<file path="src/rtl/secClockPkg.sv">
package secClockPkg;

  // Register byte offsets; software-visible, so fixed.
  localparam int unsigned OFF_UP   = 'h00;
  localparam int unsigned OFF_DOWN = 'h04;
  localparam int unsigned OFF_M0   = 'h08;
  localparam int unsigned OFF_M1   = 'h0C;
  localparam int unsigned OFF_CTRL = 'h10;
  localparam int unsigned OFF_ST   = 'h14;
  localparam int unsigned OFF_KEY  = 'h18;

  localparam int unsigned NUM_ALARM = 2;
  localparam int unsigned ST_W      = NUM_ALARM + 1;

  // Control bit positions.
  localparam int unsigned CB_EN0    = 0;
  localparam int unsigned CB_EN1    = 1;
  localparam int unsigned CB_ON0    = 2;
  localparam int unsigned CB_ON1    = 3;
  localparam int unsigned CB_SWRST  = 4;
  localparam int unsigned CB_STOP   = 6;
  localparam int unsigned CB_FORCE  = 7;
  localparam logic [7:0]  CTRL_MASK = 8'hDF;

  // Strobes from the control side into the datapath.
  typedef struct packed {
    logic            wrUp;
    logic            wrDown;
    logic [ST_W-1:0] clrSt;
  } strobeT;

  // Static configuration decoded from the control register.
  typedef struct packed {
    logic                 swRst;
    logic                 cntStop;
    logic                 forceOn;
    logic [NUM_ALARM-1:0] alarmEn;
    logic [NUM_ALARM-1:0] onEn;
  } cfgT;

endpackage

</file>
<file path="src/rtl/secClockCtrl.sv">
module secClockCtrl
  import secClockPkg::*;
#(
  parameter int unsigned DATA_W = 32,
  parameter int unsigned ADDR_W = 5
) (
  input  logic                           clk,
  input  logic                           rstN,
  input  logic [ADDR_W-1:0]              busAddr,
  input  logic                           busWe,
  input  logic [DATA_W-1:0]              busWdata,
  input  logic [DATA_W-1:0]              upVal,
  input  logic [DATA_W-1:0]              downVal,
  input  logic [ST_W-1:0]                stVal,
  output logic [DATA_W-1:0]              busRdata,
  output strobeT                         strb,
  output cfgT                            cfg,
  output logic [NUM_ALARM-1:0][DATA_W-1:0] alarmVal
);

  localparam logic [ADDR_W-1:0] A_UP   = ADDR_W'(OFF_UP);
  localparam logic [ADDR_W-1:0] A_DOWN = ADDR_W'(OFF_DOWN);
  localparam logic [ADDR_W-1:0] A_M0   = ADDR_W'(OFF_M0);
  localparam logic [ADDR_W-1:0] A_M1   = ADDR_W'(OFF_M1);
  localparam logic [ADDR_W-1:0] A_CTRL = ADDR_W'(OFF_CTRL);
  localparam logic [ADDR_W-1:0] A_ST   = ADDR_W'(OFF_ST);
  localparam logic [ADDR_W-1:0] A_KEY  = ADDR_W'(OFF_KEY);

  logic [7:0]        ctrlReg;
  logic [DATA_W-1:0] keyReg;
  logic [DATA_W-1:0] rdNext;
  logic              isMapped;

  // Alarm value registers, one per channel at consecutive words.
  for (genvar gi = 0; gi < NUM_ALARM; gi++) begin : g_alarm
    localparam logic [ADDR_W-1:0] A_MN = ADDR_W'(OFF_M0 + 4 * gi);
    always_ff @(posedge clk or negedge rstN) begin
      if (!rstN)                        alarmVal[gi] <= '0;
      else if (busWe && busAddr == A_MN) alarmVal[gi] <= busWdata;
    end
  end

  always_ff @(posedge clk or negedge rstN) begin
    if (!rstN) begin
      ctrlReg <= '0;
      keyReg  <= '0;
    end else if (busWe) begin
      if (busAddr == A_CTRL) ctrlReg <= busWdata[7:0] & CTRL_MASK;
      if (busAddr == A_KEY)  keyReg  <= busWdata;
    end
  end

  always_comb begin
    strb.wrUp   = busWe && (busAddr == A_UP);
    strb.wrDown = busWe && (busAddr == A_DOWN);
    strb.clrSt  = (busWe && (busAddr == A_ST)) ? busWdata[ST_W-1:0] : '0;
  end

  assign cfg.swRst   = ctrlReg[CB_SWRST];
  assign cfg.cntStop = ctrlReg[CB_STOP];
  assign cfg.forceOn = ctrlReg[CB_FORCE];
  assign cfg.alarmEn = {ctrlReg[CB_EN1], ctrlReg[CB_EN0]};
  assign cfg.onEn    = {ctrlReg[CB_ON1], ctrlReg[CB_ON0]};

  always_comb begin
    rdNext   = '0;
    isMapped = 1'b1;
    case (busAddr)
      A_UP:    rdNext = upVal;
      A_DOWN:  rdNext = downVal;
      A_M0:    rdNext = alarmVal[0];
      A_M1:    rdNext = alarmVal[1];
      A_CTRL:  rdNext = DATA_W'(ctrlReg);
      A_ST:    rdNext = DATA_W'(stVal);
      A_KEY:   rdNext = keyReg;
      default: isMapped = 1'b0;
    endcase
  end

  always_ff @(posedge clk or negedge rstN) begin
    if (!rstN) busRdata <= '0;
    else       busRdata <= rdNext;
  end

  // unmapped offsets read zero one edge later.
  a_r10_unmapped_zero: assert property (@(posedge clk) disable iff (!rstN)
    !isMapped |=> busRdata == '0);

  // the key only changes on its own write.
  a_r9_key_sticky: assert property (@(posedge clk) disable iff (!rstN)
    !(busWe && busAddr == A_KEY) |=> $stable(keyReg));

endmodule

</file>
<file path="src/rtl/secClockPath.sv">
module secClockPath
  import secClockPkg::*;
#(
  parameter int unsigned DATA_W = 32
) (
  input  logic                             clk,
  input  logic                             rstN,
  input  logic                             tickIn,
  input  strobeT                           strb,
  input  cfgT                              cfg,
  input  logic [DATA_W-1:0]                wrData,
  input  logic [NUM_ALARM-1:0][DATA_W-1:0] alarmVal,
  output logic [DATA_W-1:0]                upCnt,
  output logic [DATA_W-1:0]                downCnt,
  output logic [ST_W-1:0]                  status,
  output logic                             powerOn
);

  localparam logic [DATA_W-1:0] ALL1 = '1;

  logic                 tickEff;
  logic [DATA_W-1:0]    upNext;
  logic [NUM_ALARM-1:0] hit;
  logic [NUM_ALARM-1:0] eqNow;
  logic [ST_W-1:0]      setSt;

  assign tickEff = tickIn && !cfg.cntStop && !cfg.swRst;
  assign upNext  = upCnt + 1'b1;

  // One comparator pair per alarm channel; all-ones means never.
  for (genvar g = 0; g < NUM_ALARM; g++) begin : g_cmp
    logic armed;
    assign armed    = alarmVal[g] != ALL1;
    assign hit[g]   = tickEff && !strb.wrUp && armed && (upNext == alarmVal[g]);
    assign eqNow[g] = armed && (upCnt == alarmVal[g]);
  end

  assign setSt   = {|(hit & cfg.onEn), hit & cfg.alarmEn};
  assign powerOn = cfg.forceOn || |(eqNow & cfg.onEn);

  always_ff @(posedge clk or negedge rstN) begin
    if (!rstN) begin
      upCnt   <= '0;
      downCnt <= ALL1;
    end else if (cfg.swRst) begin
      upCnt   <= '0;
      downCnt <= ALL1;
    end else begin
      if (strb.wrUp)        upCnt <= wrData;
      else if (tickEff)     upCnt <= upNext;
      if (strb.wrDown)      downCnt <= wrData;
      else if (tickEff)     downCnt <= downCnt - 1'b1;
    end
  end

  always_ff @(posedge clk or negedge rstN) begin
    if (!rstN)          status <= '0;
    else if (cfg.swRst) status <= '0;
    else                status <= (status & ~strb.clrSt) | setSt;
  end

  // no tick and no load leaves the up-counter unchanged.
  a_r2_hold: assert property (@(posedge clk) disable iff (!rstN)
    (!cfg.swRst && !tickEff && !strb.wrUp) |=> $stable(upCnt));

  // software reset forces the cleared time base on the next edge.
  a_r8_sw_reset: assert property (@(posedge clk) disable iff (!rstN)
    cfg.swRst |=> (upCnt == '0 && downCnt == ALL1 && status == '0));

  // an alarm-0 status bit stays latched unless cleared.
  a_r5_latched: assert property (@(posedge clk) disable iff (!rstN)
    (status[0] && !strb.clrSt[0] && !cfg.swRst) |=> status[0]);

  // alarm 0 only rises onto its programmed, non-all-ones value.
  a_r4_alarm_value: assert property (@(posedge clk) disable iff (!rstN)
    $rose(status[0]) |-> (upCnt == $past(alarmVal[0]) && $past(alarmVal[0]) != ALL1));

endmodule

</file>
<file path="src/rtl/secClockAlarm.sv">
module secClockAlarm
  import secClockPkg::*;
#(
  parameter int unsigned DATA_W = 32,
  parameter int unsigned ADDR_W = 5
) (
  input  logic              clk,
  input  logic              rstN,
  input  logic [ADDR_W-1:0] busAddr,
  input  logic              busWe,
  input  logic [DATA_W-1:0] busWdata,
  output logic [DATA_W-1:0] busRdata,
  input  logic              tickIn,
  output logic              irqOut,
  output logic              powerOnOut
);

  strobeT                           strb;
  cfgT                              cfg;
  logic [NUM_ALARM-1:0][DATA_W-1:0] alarmVal;
  logic [DATA_W-1:0]                upCnt;
  logic [DATA_W-1:0]                downCnt;
  logic [ST_W-1:0]                  status;

  secClockCtrl #(.DATA_W(DATA_W), .ADDR_W(ADDR_W)) u_ctrl (
    .clk      (clk),
    .rstN     (rstN),
    .busAddr  (busAddr),
    .busWe    (busWe),
    .busWdata (busWdata),
    .upVal    (upCnt),
    .downVal  (downCnt),
    .stVal    (status),
    .busRdata (busRdata),
    .strb     (strb),
    .cfg      (cfg),
    .alarmVal (alarmVal)
  );

  secClockPath #(.DATA_W(DATA_W)) u_path (
    .clk      (clk),
    .rstN     (rstN),
    .tickIn   (tickIn),
    .strb     (strb),
    .cfg      (cfg),
    .wrData   (busWdata),
    .alarmVal (alarmVal),
    .upCnt    (upCnt),
    .downCnt  (downCnt),
    .status   (status),
    .powerOn  (powerOnOut)
  );

  assign irqOut = |status[NUM_ALARM-1:0];

endmodule

</file>
<file path="config.mk">
export PLATFORM = sky130hd
export DESIGN_NAME = secClockAlarm
export DESIGN_NICKNAME = d
export VERILOG_FILES = /design/src/rtl/secClockPkg.sv /design/src/rtl/secClockCtrl.sv /design/src/rtl/secClockPath.sv /design/src/rtl/secClockAlarm.sv
export SDC_FILE = /design/constraint.sdc
export NUM_CORES = 1
export LEC_CHECK = 0
export ABC_AREA = 0
export BUFFER_PORTS_ARGS = -buffer_cell sky130_fd_sc_hd__buf_2
export CAP_MARGIN = 40
export CORE_AREA = 2 2 147 149
export DETAILED_ROUTE_END_ITERATION = 7
export DIE_AREA = 0 0 149 151
export GPL_ROUTABILITY_DRIVEN = 0
export GPL_TIMING_DRIVEN = 0
export HOLD_SLACK_MARGIN = 0.06
export PLACE_DENSITY = 0.82
export SLEW_MARGIN = 25
export SYNTH_ARGS = -nofsm -noshare
export SYNTH_HDL_FRONTEND = slang
export SYNTH_SLANG_ARGS = --single-unit
export TNS_END_PERCENT = 1
</file>
<file path="constraint.sdc">
create_clock -name clk -period 3.04 [get_ports clk]
set_clock_uncertainty 0.15 [all_clocks]
set_input_delay 0.152 -clock clk [delete_from_list [all_inputs] [get_ports clk]]
set_output_delay 0.152 -clock clk [all_outputs]
set_load 0.1 [all_outputs]
</file>
==> impl_results.md, run 1 <==
* Total global routing overflow at 0
* Detailed Route WL at 40.71 mm
* Synthesized Nets at 1196
* Post-DR vias/cell at 6.895
* Detailed-route wire length per cell at 25.44 um
* Clk Tree Root Cell: clkbuf_16
* Minimum clock period at 3252 ps
* CTS tree: done
* Die W at 149 um
* # rows at 53
* Core area at 20820 um2
* Final Net Count at 1352
* Peak supply drop at 0.0004843 V
* Post-synth EDFFs at 0
* Crit-path max FO at 6
* CP Launch Type: register
* CP required at 3340 ps
* Die span in y at 151 um
* # Max-Cap Violations at 0
* Worst-margin pin slew at 889.9 ps
* Count of final max-slew check failures at 0
* Final setup violation count at 6
* Port Buffers at 72
* Clk buf depth at 3
* Fin crit share at 107.0%
* Crit Path Class: register to register
* DIE AREA at 22500 um2
* Area growth syn-to-layout at 19.83%
* Drt pass-1 iters at 8
* Critical path arrival at 3550 ps
* Worst Setup Slack, final at -211.7 ps
* Final Hold Viols at 0
* Cells after Synth at 1153
* H-tree Lvls at 1
* Clk_lat worst skew at 520 ps
* DR DRC count at 35
* Fmax at 307.5 MHz
* Placed cells at 1504
* Pwr Density at 634.8 nW/um2
* Final setup TNS at -667.6 ps
* Final Instance Area at 13900 um2
* RSZ-0062 raised after global routing: true
* Sink Count at 202
* DPL Wire Length at 28.79 mm
* Share of cells above drive strength 1 at 25.81%
* Initial antenna violation count at 0
* Post-synthesis sequential area ratio at 43.92%
* Register bit count reported by yosys at 202
* First-pass GRT wire length at 61.77 mm
* N_diodes at 0
* Asr flop ratio synth at 100.0%
* Status: finished with violations
* Dominant synthesized flop cell: dfrtp_1
* Synth Cell Area at 11600 um2
* Post-Layout Cell Count at 1600
* Layout fillers at 1514
* Synth cell types at 64
* Via Count at 11.03k
* Io pins at 75
* DP Area at 12380 um2
* Clk pin slew, worst setup/hold paths at 70 ps
* Initial Utilization at 55.71%
* Most frequent cells in the layout: dfrtp_1 (164), nor2_1 (108), xnor2_1 (107), mux2_2 (106), buf_2 (81)
* ANT nets after route at 0
* Largest net degree at the start of global routing at 88
* GRT Util Overall at 36.30%
* Yosys Warn Count at 0
* Drt first-iter violations at 2043
* Syn Area/Cell at 10.06 um2
* Endpoint class of the critical path: register
* Max transition margin at 40.67%
* CTS buffer count at 22
* Hold Crit Class: input port to register
* P_leak at 5.899 nW
* Vias in the first global route at 10.74k
* Failing checks: DRC, setup timing
* Most common cell after layout, fill and taps aside: dfrtp_1
[flip-flops by register name (all words and copies together), names as in the netlist]
| register | cells |
|---|---|
| u_ctrl.alarmVal | 64 |
| u_ctrl.busRdata | 32 |
| u_ctrl.keyReg | 32 |
| u_path.downCnt | 32 |
| u_path.upCnt | 32 |
| u_ctrl.ctrlReg | 7 |
| u_path.status | 3 |
[critical path: stages, from the launching register on]
cell and delay (ps):
dfrtp_1 390, buf_2 250, nand4_1 140, buf_4 180
nor3_4 240, nand4_1 330, xnor2_1 250, nor4_2 340
nand4_1 210, nor4_4 320, buf_4 210, a221o_1 170
[final cells by class]
class                           count  area (um2)  share of cell area (%)
Inverter                           15       56.30                  0.4050
Sequential cell                   202        5102                   36.70
Timing Repair Buffer              140        1054                   7.578
Clock inverter                      8       105.1                  0.7560
Buffer                             77       374.1                   2.691
Tap cell                          275       344.1                   2.475
Clock buffer                       32       629.4                   4.527
Multi-Input combinational cell    851        6237                   44.87
[layer usage]
| metal | track usage, % | routed length (um) | share of wire (%) | up-vias |
|---|---|---|---|---|
| met3 | 10.87 | 6233 | 15 | 289 |
| met1 | 47.49 | 14310 | 35 | 5221 |
| met4 | 19.10 | 2852 | 7.0 | 0 |
| li1 | - | - | - | 4532 |
| met2 | 54.68 | 17310 | 43 | 990 |
| met5 | 0 | 0 | 0 | - |
[repair_timing]
item                                   in CTS  in global routing
buffers inserted                           23                  2
resized for setup                          48                  9
pin swaps                                  17                  1
setup endpoints to repair                   5                 11
gates cloned                                0                  0
endpoints found under the hold margin     273                  0
hold buffers                               38                  0
[synth_stat cells, drive strengths merged (3+ instances only)]
library cell / instances / share of area [%]
nor4: 31 / 2.2
clkbuf: 56 / 1.8
a2111oi: 3 / 0.28
xnor2: 107 / 8.1
buf: 29 / 1.3
nand2b: 3 / 0.16
nand4b: 6 / 0.45
nand4: 44 / 2.5
inv: 15 / 0.49
a22oi: 44 / 2.8
or3: 13 / 0.71
or2: 4 / 0.22
nand3b: 4 / 0.26
mux2i: 3 / 0.26
a21oi: 18 / 0.78
a211oi: 27 / 1.7
o21ai: 31 / 1.3
mux2: 106 / 10
a311oi: 6 / 0.45
and3: 10 / 0.58
xor2: 57 / 4.3
nor2: 111 / 3.6
a222oi: 27 / 2.3
nand3: 39 / 1.9
o211ai: 3 / 0.19
nand2: 78 / 2.5
or4: 7 / 0.49
dfstp: 32 / 7.2
nor3b: 3 / 0.19
dfrtp: 170 / 37
a31oi: 3 / 0.16
nor2b: 4 / 0.22
nor3: 36 / 1.6
[power breakdown]
part	internal (W)	switching [W]	total (W)
Clock	0.00161	0.00113	0.00275
Sequential	0.00312	0.000562	0.00369
Combinational	0.000999	0.00139	0.00239
Total	0.00574	0.00309	0.00882
[stage by stage]
| step | setup WS, ps | power [W] | util, % | hold slack (ps) |
|---|---|---|---|---|
| after floorplan | 81.36 | 0.005051 | - | -293.6 |
| after detailed placement | -697.6 | 0.005796 | 59.47 | -58.74 |
| final | -211.7 | 0.008825 | 66.76 | 97.36 |
| after global placement | -1589 | 0.005703 | 59.12 | 322.0 |
| after global routing | -233.6 | 0.009073 | 66.76 | 114.2 |
| after CTS | -57.91 | 0.008665 | 66.53 | 63.33 |
[logic make-up (layout without fill, tap and decap cells)]
kind of cell               count (synthesis)  count (layout)  synth area share (%)
xor gates and xnor gates                 164             164                 12.38
DFF                                      202             202                 43.92
adders and majority gates                  2               2                0.2157
and+or+nand+nor                          404             404                 18.50
buffers and inverters                    100             272                 3.559
muxes                                    109             109                 10.55
AOI/OAI and AO/OA                        172             172                 10.88
[worst paths after layout]
| kind | depth (start not counted) | end | start | slack (ps) |
|---|---|---|---|---|
| max in group asynchronous | 5 | u_path.upCnt[25] | rstN | 1350 |
| min in group asynchronous | 4 | u_ctrl.busRdata[8] | rstN | 580 |
| hold / removal | 3 | u_path.status[0] | busWe | 100 |
| setup reg to reg | 11 | u_path.status[2] | u_path.upCnt[1] | -210 |
| hold reg to reg | 1 | u_ctrl.keyReg[31] | u_ctrl.keyReg[31] | 360 |
| setup / recovery | 11 | u_path.status[2] | u_path.upCnt[1] | -210 |
(Power assumes the default switching activity.)
==> inputs of run 2 (changes only) <==
GPL_TIMING_DRIVEN = not set   (was 0)
==> run 2 against run 1 <==
  * The flow still finishes with violations (DRC, setup timing)
  * Non-clock buffer count is 17 lower
  * Register-to-register slack better by 140 ps
  * Global-route usage is 0.12 points lower
  * Routed wire length is 0.78% higher
  * Clock power is 11% higher
  * Worst hold slack worse by 12 ps
  * Power is 4.7% higher
  * Count of clock-buffer cells in the layout is 2 lower
  * Utilization is 0.87 points higher
  * Design area is 1.3% higher
  * Largest power group unchanged
==> impl_results.md, run 2 (synthesis results as in run 1) <==
* Status: finished with violations
* Failing checks: DRC, setup timing
* Final setup TNS at -200.1 ps (+467.5 ps)
* Final setup violation count at 4 (-2)
* Final Instance Area at 14080 um2 (+1.3%)
* Final Hold Viols at 0 (unchanged)
* Largest Register: u_ctrl.alarmVal
* Area growth syn-to-layout at 21.39%
* Io pins at 75 (unchanged)
* Clk buf depth at 3 (unchanged)
* Port Buffers at 74 (+2.8%)
* Detailed Route WL at 41.03 mm (+0.78%)
* Max FFs per register at 64 (unchanged)
* DIE AREA at 22500 um2 (unchanged)
* Hold Crit Class: input port to asynchronous set/reset pin
* Fin crit share at 102.3% (-4.7 points)
* GRT Util Overall at 36.18% (-0.12 points)
* Die span in y at 151 um (unchanged)
* Sink Count at 202 (unchanged)
* Clk Tree Root Cell: clkbuf_16
* Critical path arrival at 3350 ps (-200 ps)
* Max transition margin at 49.14% (+8.5 points)
* Share of cells above drive strength 1 at 29.66% (+3.9 points)
* Most frequent cells in the layout: dfrtp_1 (168), nor2_1 (106), mux2_2 (106), xnor2_1 (105), buf_4 (81)
* Vias in the first global route at 11.02k (+2.6%)
* P_leak at 6.080 nW (+3.1%)
* Crit-path max FO at 5 (-1)
* Initial antenna violation count at 0 (unchanged)
* H-tree Lvls at 1 (unchanged)
* Worst-margin pin slew at 763.0 ps (-127.0 ps)
* Count of final max-slew check failures at 0 (unchanged)
* Post-DR vias/cell at 7.023 (+1.9%)
* Core area at 20820 um2 (unchanged)
* Peak supply drop at 0.0006217 V (+28%)
* Final Net Count at 1335 (-1.3%)
* Via Count at 11.12k (+0.77%)
* DP Area at 12670 um2 (+2.4%)
* Drt pass-1 iters at 8 (unchanged)
* ANT nets after route at 0 (unchanged)
* N_diodes at 0 (unchanged)
* Endpoint class of the critical path: register
* Minimum clock period at 3109 ps (-142.9 ps)
* RSZ-0062 raised after global routing: true
* Pwr Density at 656.4 nW/um2 (+3.4%)
* CTS buffer count at 22 (unchanged)
* CP required at 3280 ps (-60 ps)
* Crit Path Class: register to register
* Fmax at 321.7 MHz (+4.6%)
* # rows at 53 (unchanged)
* Layout fillers at 1489 (-1.7%)
* Detailed-route wire length per cell at 25.92 um (+1.9%)
* First-pass GRT wire length at 62.22 mm (+0.73%)
* Most common cell after layout, fill and taps aside: dfrtp_1
* DR DRC count at 101 (+190%)
* Largest net degree at the start of global routing at 86 (-2.3%)
* CTS tree: done
* Worst Setup Slack, final at -68.78 ps (+142.9 ps)
* Initial Utilization at 55.71% (unchanged)
* CP Launch Type: register
* Clk pin slew, worst setup/hold paths at 70 ps (about the same)
* DPL Wire Length at 28.07 mm (-2.5%)
* # Max-Cap Violations at 0 (unchanged)
* Clk_lat worst skew at 530 ps (about the same)
* Drt first-iter violations at 2056 (+0.64%)
* Die W at 149 um (unchanged)
* Total global routing overflow at 0 (unchanged)
run 2: timing repair:
item	CTS	global route
hold buffers	39	0
pin swaps	13	7
setup endpoints to repair	4	10
resized for setup	16	13
setup buffers	2	1
endpoints found under the hold margin	253	0
run 2: stage by stage:
step	hold slack (ps)	cells	worst slack, ps	util [%]	power, W
global route	167.0	1583	-100.6	67.63	0.009463
floorplan	-293.6	1153	81.36	-	0.005051
global placement	97.22	1501	3.776	60.87	0.005818
CTS	125.5	1582	-18.42	67.22	0.009023
detailed placement	106.0	1501	-92.81	60.87	0.005896
finish	84.97	1583	-68.78	67.63	0.009243
run 2: per-layer routing:
| layer | GRT usage, % | part of all wire, % | vias up |
|---|---|---|---|
| met4 | 19.81 | 6.7 | 0 |
| li1 | - | - | 4482 |
| met2 | 54.82 | 43 | 1025 |
| met5 | 0 | 0 | - |
| met3 | 11.90 | 15 | 308 |
| met1 | 46.05 | 36 | 5302 |
run 2: area by class of cell:
cell class / count / area [um2] / share of cell area, %
Tap cell: 275 / 344.1 / 2.443
Clock inverter: 10 / 181.4 / 1.288
Timing Repair Buffer: 200 / 1486 / 10.56
Clock buffer: 30 / 651.9 / 4.629
Inverter: 15 / 56.30 / 0.3998
Sequential cell: 202 / 5097 / 36.20
Multi-Input combinational cell: 851 / 6265 / 44.49
run 2: report_power, final:
part	total [W]	leakage, nW	internal [W]	switching [W]
clock network	0.00305	0.409	0.00193	0.00112
registers	0.00372	2.57	0.00313	0.000593
logic	0.00248	3.10	0.00103	0.00144
run 2: worst max-delay path, cell delays in order (launching register included):
cell and delay (ps):
dfrtp_2 470, nand4_1 210, or3_1 510, nor4_4 350
buf_4 190, nand2_1 60, a211o_1 320, mux2i_1 190
nor4_2 80, buf_4 150, a221o_1 290
run 2: worst paths after layout:
| kind | slack, ps | cells after the start | startpoint | end |
|---|---|---|---|---|
| max | -70 | 10 | u_path.upCnt[24] | u_path.status[2] |
| min | 80 | 2 | rstN | u_ctrl.alarmVal[6] |
| max reg2reg | -70 | 10 | u_path.upCnt[24] | u_path.status[2] |
| min reg2reg | 360 | 1 | u_ctrl.keyReg[0] | u_ctrl.keyReg[0] |
| max in group asynchronous | 1770 | 3 | rstN | u_path.downCnt[28] |
| min in group clk | 170 | 6 | tickIn | u_path.downCnt[12] |
